## src/rtl/ackvec_pkg.sv

```systemverilog
package ackvec_pkg;
    parameter int unsigned CTRL_IN  = 8;
    parameter int unsigned VEC_W    = 8;
    parameter int unsigned CASC_IN  = 2;
    localparam int unsigned IDX_W   = $clog2(CTRL_IN);
    localparam int unsigned TOT_IN  = 2 * CTRL_IN;
    localparam int unsigned NUM_W   = IDX_W + 1;

    typedef logic [CTRL_IN-1:0] bits_t;
    typedef logic [IDX_W-1:0]   idx_t;

    typedef struct packed {
        bits_t irr;
        bits_t last;
        bits_t isr;
        idx_t  rot;
    } bank_st_t;

    typedef struct packed {
        logic             done;
        logic [VEC_W-1:0] vec;
        logic [NUM_W-1:0] num;
        logic             intr;
    } ack_out_t;
endpackage

```

## src/rtl/ackvec_bank.sv

```systemverilog
module ackvec_bank
    import ackvec_pkg::*;
(
    input  logic  clk,
    input  logic  rst_n,
    input  bits_t line_i,
    input  bits_t level_i,
    input  bits_t set_i,
    input  logic  ack_i,
    input  idx_t  ack_idx_i,
    input  logic  aeoi_i,
    input  logic  rot_aeoi_i,
    output bits_t irr_o,
    output bits_t isr_o,
    output idx_t  rot_o
);
    bank_st_t st_d, st_q;

    always_comb begin
        st_d      = st_q;
        st_d.last = line_i;
        for (int i = 0; i < CTRL_IN; i++) begin
            if (level_i[i]) begin
                st_d.irr[i] = line_i[i];
            end else if ((line_i[i] && !st_q.last[i]) || set_i[i]) begin
                st_d.irr[i] = 1'b1;
            end
        end
        if (ack_i) begin
            // in-service is set, then dropped at once under auto-EOI
            if (aeoi_i) begin
                st_d.isr[ack_idx_i] = 1'b0;
                if (rot_aeoi_i) begin
                    st_d.rot = ack_idx_i + idx_t'(1);
                end
            end else begin
                st_d.isr[ack_idx_i] = 1'b1;
            end
            if (!level_i[ack_idx_i]) begin
                st_d.irr[ack_idx_i] = 1'b0;
            end
        end
    end

    always_ff @(posedge clk) begin
        if (!rst_n) begin
            st_q <= '0;
        end else begin
            st_q <= st_d;
        end
    end

    assign irr_o = st_q.irr;
    assign isr_o = st_q.isr;
    assign rot_o = st_q.rot;
endmodule

```

## src/rtl/ackvec_sel.sv

```systemverilog
module ackvec_sel
    import ackvec_pkg::*;
(
    input  logic             m_vld_i,
    input  idx_t             m_win_i,
    input  logic             s_vld_i,
    input  idx_t             s_win_i,
    input  logic [VEC_W-1:0] m_base_i,
    input  logic [VEC_W-1:0] s_base_i,
    output logic             ack_m_o,
    output logic             ack_s_o,
    output logic [VEC_W-1:0] vec_o,
    output logic [NUM_W-1:0] num_o
);
    localparam idx_t SPUR = idx_t'(CTRL_IN - 1);
    localparam idx_t CASC = idx_t'(CASC_IN);

    always_comb begin
        ack_m_o = 1'b0;
        ack_s_o = 1'b0;
        vec_o   = {m_base_i[VEC_W-1:IDX_W], SPUR};
        num_o   = {1'b0, SPUR};
        if (m_vld_i) begin
            ack_m_o = 1'b1;
            if (m_win_i == CASC) begin
                if (s_vld_i) begin
                    ack_s_o = 1'b1;
                    vec_o   = {s_base_i[VEC_W-1:IDX_W], s_win_i};
                    num_o   = {1'b1, s_win_i};
                end else begin
                    vec_o   = {s_base_i[VEC_W-1:IDX_W], SPUR};
                    num_o   = {1'b1, SPUR};
                end
            end else begin
                vec_o = {m_base_i[VEC_W-1:IDX_W], m_win_i};
                num_o = {1'b0, m_win_i};
            end
        end
    end
endmodule

```

## src/rtl/casc_ack_vector.sv

```systemverilog
module casc_ack_vector
    import ackvec_pkg::*;
(
    input  logic              clk,
    input  logic              rst_n,
    input  logic [15:0]       irq_i,
    input  logic [15:0]       level_i,
    input  logic [7:0]        m_base_i,
    input  logic [7:0]        s_base_i,
    input  logic [1:0]        aeoi_i,
    input  logic [1:0]        rot_aeoi_i,
    input  logic              m_win_vld_i,
    input  logic [2:0]        m_win_i,
    input  logic              s_win_vld_i,
    input  logic [2:0]        s_win_i,
    input  logic              ack_i,
    output logic              ack_done_o,
    output logic [7:0]        vec_o,
    output logic [3:0]        irq_num_o,
    output logic              int_o,
    output logic [15:0]       irr_o,
    output logic [15:0]       isr_o,
    output logic [2:0]        m_rot_o,
    output logic [2:0]        s_rot_o
);
    localparam bits_t CASC_BIT = bits_t'(1) << CASC_IN;

    logic             sel_ack_m, sel_ack_s;
    logic [VEC_W-1:0] sel_vec;
    logic [NUM_W-1:0] sel_num;

    bits_t line_a  [2];
    bits_t level_a [2];
    bits_t set_a   [2];
    logic  ack_a   [2];
    idx_t  idx_a   [2];
    bits_t irr_a   [2];
    bits_t isr_a   [2];
    idx_t  rot_a   [2];

    ackvec_sel u_sel (
        .m_vld_i  (m_win_vld_i),
        .m_win_i  (m_win_i),
        .s_vld_i  (s_win_vld_i),
        .s_win_i  (s_win_i),
        .m_base_i (m_base_i),
        .s_base_i (s_base_i),
        .ack_m_o  (sel_ack_m),
        .ack_s_o  (sel_ack_s),
        .vec_o    (sel_vec),
        .num_o    (sel_num)
    );

    // primary: cascade input is an edge strobe driven by the secondary winner
    assign line_a[0]  = irq_i[CTRL_IN-1:0] & ~CASC_BIT;
    assign level_a[0] = level_i[CTRL_IN-1:0] & ~CASC_BIT;
    assign set_a[0]   = s_win_vld_i ? CASC_BIT : '0;
    assign ack_a[0]   = ack_i && sel_ack_m;
    assign idx_a[0]   = m_win_i;

    assign line_a[1]  = irq_i[TOT_IN-1:CTRL_IN];
    assign level_a[1] = level_i[TOT_IN-1:CTRL_IN];
    assign set_a[1]   = '0;
    assign ack_a[1]   = ack_i && sel_ack_s;
    assign idx_a[1]   = s_win_i;

    for (genvar g = 0; g < 2; g++) begin : g_bank
        ackvec_bank u_bank (
            .clk        (clk),
            .rst_n      (rst_n),
            .line_i     (line_a[g]),
            .level_i    (level_a[g]),
            .set_i      (set_a[g]),
            .ack_i      (ack_a[g]),
            .ack_idx_i  (idx_a[g]),
            .aeoi_i     (aeoi_i[g]),
            .rot_aeoi_i (rot_aeoi_i[g]),
            .irr_o      (irr_a[g]),
            .isr_o      (isr_a[g]),
            .rot_o      (rot_a[g])
        );
    end

    ack_out_t out_d, out_q;

    always_comb begin
        out_d      = out_q;
        out_d.done = ack_i;
        out_d.intr = m_win_vld_i && !ack_i;
        if (ack_i) begin
            out_d.vec = sel_vec;
            out_d.num = sel_num;
        end
    end

    always_ff @(posedge clk) begin
        if (!rst_n) begin
            out_q <= '0;
        end else begin
            out_q <= out_d;
        end
    end

    assign ack_done_o = out_q.done;
    assign vec_o      = out_q.vec;
    assign irq_num_o  = out_q.num;
    assign int_o      = out_q.intr;
    assign irr_o      = {irr_a[1], irr_a[0]};
    assign isr_o      = {isr_a[1], isr_a[0]};
    assign m_rot_o    = rot_a[0];
    assign s_rot_o    = rot_a[1];
endmodule

```

## config.mk

```make
export PLATFORM = sky130hd
export DESIGN_NAME = casc_ack_vector
export DESIGN_NICKNAME = d
export VERILOG_FILES = /design/src/rtl/ackvec_pkg.sv /design/src/rtl/ackvec_bank.sv /design/src/rtl/ackvec_sel.sv /design/src/rtl/casc_ack_vector.sv
export SDC_FILE = /design/constraint.sdc
export NUM_CORES = 1
export LEC_CHECK = 0
export ABC_AREA = 1
export BUFFER_PORTS_ARGS = -buffer_cell sky130_fd_sc_hd__buf_4
export CORE_UTILIZATION = 30
export CTS_BUF_LIST = sky130_fd_sc_hd__clkbuf_8
export DETAILED_ROUTE_END_ITERATION = 6
export GPL_ROUTABILITY_DRIVEN = 0
export PLACE_DENSITY_LB_ADDON = 0.15
export SLEW_MARGIN = 10
export SYNTH_ARGS = -nofsm -noshare
export SYNTH_HDL_FRONTEND = slang
export SYNTH_SLANG_ARGS = --single-unit
```

## constraint.sdc

```tcl
create_clock -name clk -period 1.7 [get_ports clk]
set_input_delay 0.34 -clock clk [delete_from_list [all_inputs] [get_ports clk]]
set_output_delay 0.34 -clock clk [all_outputs]
set_load 0.005 [all_outputs]
```

==> key figures, run 1 <==
Status
  • Status: finished, final reports clean

Placed design
  • Post-Place Cell Area: between 0.003 and 0.004 mm^2
  • Pre-CTS setup slack: 0.151 ns
  • Port Buffers: 106
  • HPWL after detailed placement: 6310 um
  • Placed Instances: 670

Cells and area
  • Final instance area: 0.00415 mm^2
  • NumNets Final: 607
  • Commonest non-fill, non-tap cell in the layout: nand2_1
  • ANT cells: 0
  • Most frequent cells in the layout: nand2_1, buf_4, inv_1
  • Layout area overhead: 25.0%
  • Finished Layout Cells: 686
  • Layout cells sized above 1: 0.291

Logic synthesis
  • Ys Warns: 0
  • Dominant cell type by area after synthesis: dfxtp_1
  • Register area share after synthesis: 0.385
  • Dominant cells by area after synthesis: dfxtp_1, nand2_1, buf_4, inv_1, nand3_1
  • Post-Synthesis Cells: between 400 and 500
  • Syn Nets: 538
  • Syn Std Cell Area: approximately 0.0033 mm^2
  • Area share of the largest cell type after synthesis: 0.385
  • Synth unique cells: 29
  • #FFs+latches synth: 64
  • Mean Syn Cell Area: 7.04 um^2

Clock tree
  • Cts repair resizes: 0
  • Clk Latency, worst-skew pair: 0.34 ns
  • Htree depth: 3
  • CTS tree: yes
  • Post-CTS Setup Inserts: 0
  • Longest Clk Path Bufs: 2
  • Hold-fix buffers, CTS: 0
  • Clock slew at reported path FFs: ~0.07 ns
  • Num Clock Sinks: between 60 and 70
  • Num CTS Buffers: 9
  • Clock root buffer master: clkbuf_8

Global routing
  • First-pass GRT wire length: 13,400 um
  • Gr usage total: 0.150
  • Vias in the first global route: 2,856
  • GR Overflow Total: 0
  • Layer with the highest usage: met2
  • GR Util met3: 0.0484
  • Pin count of the biggest net entering global routing: 26
  • GR Layer Usage met2: 0.261
  • Met1 Use GR: 0.174
  • Initial antenna violation count: 0

Worst setup path
  • CP max-delay cell: ha_1
  • Kind of critical path: primary input to flop
  • R2R cell count: 5
  • Worst EP required: roughly 1.9 ns
  • Crit path cell chain: buf_4 -> inv_2 -> ha_1 -> nand2_8 -> nor2_8 -> nand2_8 -> nor2_4 -> nand2_1 -> nand2_1 -> nor2_1
  • Arrival @ worst endpoint: approximately 1.4 ns
  • Worst Path Buf+Inv: 2
  • CP startpoint: m_win_i[0]
  • Max incr delay on CP: 0.26 ns
  • Reg2reg setup slack: 0.90 ns
  • Worst path top cell family by delay: simple AND/OR/NAND/NOR gates
  • R2r endpoint: g_bank[0].u_bank.irr_o[3]
  • FF-to-FF Start: g_bank[0].u_bank.st_q[14]
  • Crit. End Element: flop
  • Worst Path Max Fanout: 5
  • CP startpoint kind: primary input

STA
  • Setup violations, final: 0
  • Setup TNS: 0 ns
  • PnR worst setup slack: 0.515 ns
  • Unrepaired setup endpoints after global routing: false
  • Final worst path period share: 0.697
  • Fmax: 844 MHz
  • Tmin final: 1.18 ns
  • Final slew viol count: 0
  • Slew HR: 0.714
  • Worst-Margin Slew: 0.428 ns
  • Clock skew: 0.00719 ns
  • Fin. Hold Viols: 0

Detailed routing
  • DR pass1 iterations: 4
  • DR iter-0 viols: 88
  • Total wire length: 8110 um
  • # DRC: 0
  • Vias/cell: 4.22
  • Post-DRT Antenna Nets: 0
  • WL/cell: between 10 and 15 um
  • Vias: 2,897

Pwr
  • PwrDens: 825 mW/mm^2
  • Lkg Pwr: between 0.002 and 0.0025 uW
  • VDD IR max: around 0.00039 V

Floorplanning
  • DIE AREA: about 0.012 mm^2
  • Row Count: 38
  • Core box area: 0.0108 mm^2
  • Die H: approximately 110 um
  • Initial Util: 0.307
  • Die W: 107 um
  • # IOs: 115

Run
  • Max-cap violations: 0

Min path
  • HP Class: primary input to flop
  • Hold endpoint: g_bank[0].u_bank.st_q[18]
  • Hold path start: irq_i[7]
  • Hold Crit Depth: 3
## report_power, final
part	switching (uW)	internal, uW
logic	272	244
clock network	624	676
registers	37.1	1570
total	933	2490
## tightest hold or removal path: cells and delay by family
kind	cells	cell delay [ns]
buf+inv	2	0.13
simple gates	1	0.04
## final cells by class
type / count / area (um^2)
clock buffer: 9 / 124
sequential: 64 / 1280
inverter: 72 / 278
multi-input combinational: 283 / 1390
tap: 140 / 175
fill: 1199 / 6690
clock inverter: 7 / 71.3
timing repair buffer: 111 / 833
## layer usage
layer  up-vias  share of wire  wire (um)
li1       1537              -          -
met4         0          0.010         82
met5         -              0          0
met3         6          0.059        482
met1      1286           0.44       3550
met2        68           0.49       4000
## cells in the mapped netlist, drive strengths merged
master	instances
dfxtp	64
o21ai	17
nor2	56
xnor2	1
nand3	35
a21oi	25
inv	72
ha	3
buf	51
xor2	1
clkbuf	2
a31oi	1
o31ai	2
o211ai	1
nand2	139
nor3	2
## how the worst max path moves through the flow
stage / to / slack (ns) / depth (start not counted)
3_5_place_dp: flop / 0.15 / 10
3_3_place_gp: flop / 0.15 / 10
5_1_grt: vec_o[7] / 0.43 / 10
4_1_cts: vec_o[1] / 0.48 / 1
6_report: flop / 0.52 / 10
2_1_floorplan: flop / 0.33 / 9
## cells by family after synthesis
family                     after synthesis  synth area share
AOI/OAI and AO/OA                       46            0.0719
xor gates and xnor gates                 2           0.00527
adders and majority gates                3            0.0113
buffers and inverters                  125             0.196
DFF                                     64             0.385
and+or+nand+nor                        232             0.330
## metrics by stage
stage / power [uW] / util / hold slack, ns
2_1_floorplan: 1960 / - / 0.429
3_3_place_gp: 2160 / 0.365 / 0.454
3_5_place_dp: 2170 / 0.365 / 0.458
4_1_cts: 3490 / 0.383 / 0.181
5_1_grt: 3610 / 0.383 / 0.185
6_report: 3430 / 0.383 / 0.201
No activity file was read; power rests on OpenSTA's default activity.
==> run 2, diff against run 1 <==
- clock period: 1.7 -> 1.14 ns (I/O delays scaled with it)
==> key figures, run 2 (synthesis gave the netlist of run 1 again) <==
Clock tree
  • Num CTS Buffers: 9
  • CTS tree: yes
  • Clk Latency, worst-skew pair: roughly 0.34 ns
  • Num Clock Sinks: 64
  • Clock root buffer master: clkbuf_8
  • Htree depth: 3
  • Hold-fix buffers, CTS: 0
  • Post-CTS Setup Inserts: 0
  • Clock slew at reported path FFs: ~0.070 ns
  • Longest Clk Path Bufs: 2

Placed design
  • Port Buffers: 106
  • HPWL after detailed placement: 6680 um

Floorplanning
  • DIE AREA: roughly 0.012 mm^2
  • # IOs: 115
  • Row Count: 38
  • Die W: roughly 110 um
  • Initial Util: 0.307
  • Die H: 107 um
  • Core box area: 0.0108 mm^2

Pwr
  • Total power: 4910 uW
  • PwrDens: 1130 mW/mm^2
  • VDD IR max: 0.000565 V
  • Lkg Pwr: ~0.0023 uW

Worst setup path
  • Kind of critical path: flop to output pin
  • Worst EP required: between 0.9 and 1 ns
  • Arrival @ worst endpoint: roughly 0.84 ns
  • Max incr delay on CP: 0.36 ns
  • CP startpoint kind: flop
  • Worst Path Max Fanout: 2
  • Crit. End Element: output pin
  • Worst Path Buf+Inv: 1
  • Worst path top cell family by delay: flip-flops
  • Crit path cell chain: buf_4
  • CP max-delay cell: dfxtp_1

STA
  • Final worst path period share: 0.934
  • Unrepaired setup endpoints after global routing: false
  • Worst-Margin Slew: between 0.3 and 0.4 ns
  • Tmin final: 1.06 ns
  • Slew HR: 0.753
  • Clock skew: 0.00355 ns
  • Fin. Hold Viols: 0
  • WHS: 0.0737 ns
  • Final slew viol count: 0
  • Setup violations, final: 0
  • Fmax: 940 MHz

Detailed routing
  • DR iter-0 viols: 87
  • Vias: about 3,000
  • DR pass1 iterations: 4
  • # DRC: 0
  • WL/cell: 11.7 um
  • Post-DRT Antenna Nets: 0
  • Total wire length: 8310 um
  • Vias/cell: between 4 and 5

Min path
  • HP Class: primary input to flop

Cells and area
  • Layout area overhead: 31.0%
  • Commonest non-fill, non-tap cell in the layout: nand2_1
  • NumNets Final: 629
  • Filler cell count: 1,195
  • Most frequent cells in the layout: nand2_1, buf_4, inv_1
  • Layout cells sized above 1: 0.320
  • ANT cells: 0

Global routing
  • Pin count of the biggest net entering global routing: 20
  • Gr usage total: 0.157
  • GR Overflow Total: 0
  • First-pass GRT wire length: ~14,000 um
  • Initial antenna violation count: 0
  • Vias in the first global route: 2,998

Run
  • Max-cap violations: 0

Status
  • Status: finished, final reports clean
[run 2: cell type report]
class | instances | area [um^2] | share of cell area
Multi-Input combinational cell | 283 | 1400 | 0.322
Inverter | 72 | 280 | 0.0644
Sequential cell | 64 | 1280 | 0.295
Timing Repair Buffer | 133 | 1050 | 0.241
Tap cell | 140 | 175 | 0.0402
Clock inverter | 7 | 40.0 | 0.00920
Clock buffer | 9 | 124 | 0.0284
[run 2: power by group]
group | internal (uW) | leakage (uW) | switching (uW)
clock network | 766 | 0.0000899 | 878
registers | 2350 | 0.000528 | 57.0
logic | 432 | 0.00168 | 425
total | 3550 | 0.00229 | 1360
[run 2: repair_timing]
item	in CTS	in global routing
setup endpoints to repair	0	2
gates resized for setup	0	1
endpoints found under the hold margin	0	0
[run 2: final timing paths]
kind	depth (start not counted)	end	start	slack [ns]
hold / removal	3	g_bank[0].u_bank.st_q[14]	irq_i[3]	0.07
setup reg to reg	4	g_bank[0].u_bank.irr_o[4]	g_bank[0].u_bank.irr_o[4]	0.32
setup / recovery	1	irr_o[15]	g_bank[1].u_bank.irr_o[7]	0.08
hold reg to reg	2	g_bank[1].u_bank.rot_o[1]	g_bank[1].u_bank.rot_o[1]	0.46
[run 2: through the flow]
stage	TNS, ns	utilization	setup WS, ns	cells	area (um^2)
final	0	0.402	0.0757	708	4350
after CTS	0	0.402	0.0165	708	4350
after detailed placement	-3.64	0.386	-0.187	692	4190
after floorplan	0	-	0.0133	472	3340
after global placement	-3.11	0.386	-0.175	692	4190
after global routing	0	0.402	0.0164	708	4350
[run 2: layer usage]
layer	global-route usage	vias up	share of wire
met1	0.177	1322	0.43
met5	0	-	0
met4	0.0470	0	0.013
met2	0.274	64	0.49
li1	-	1577	-
met3	0.0587	10	0.062
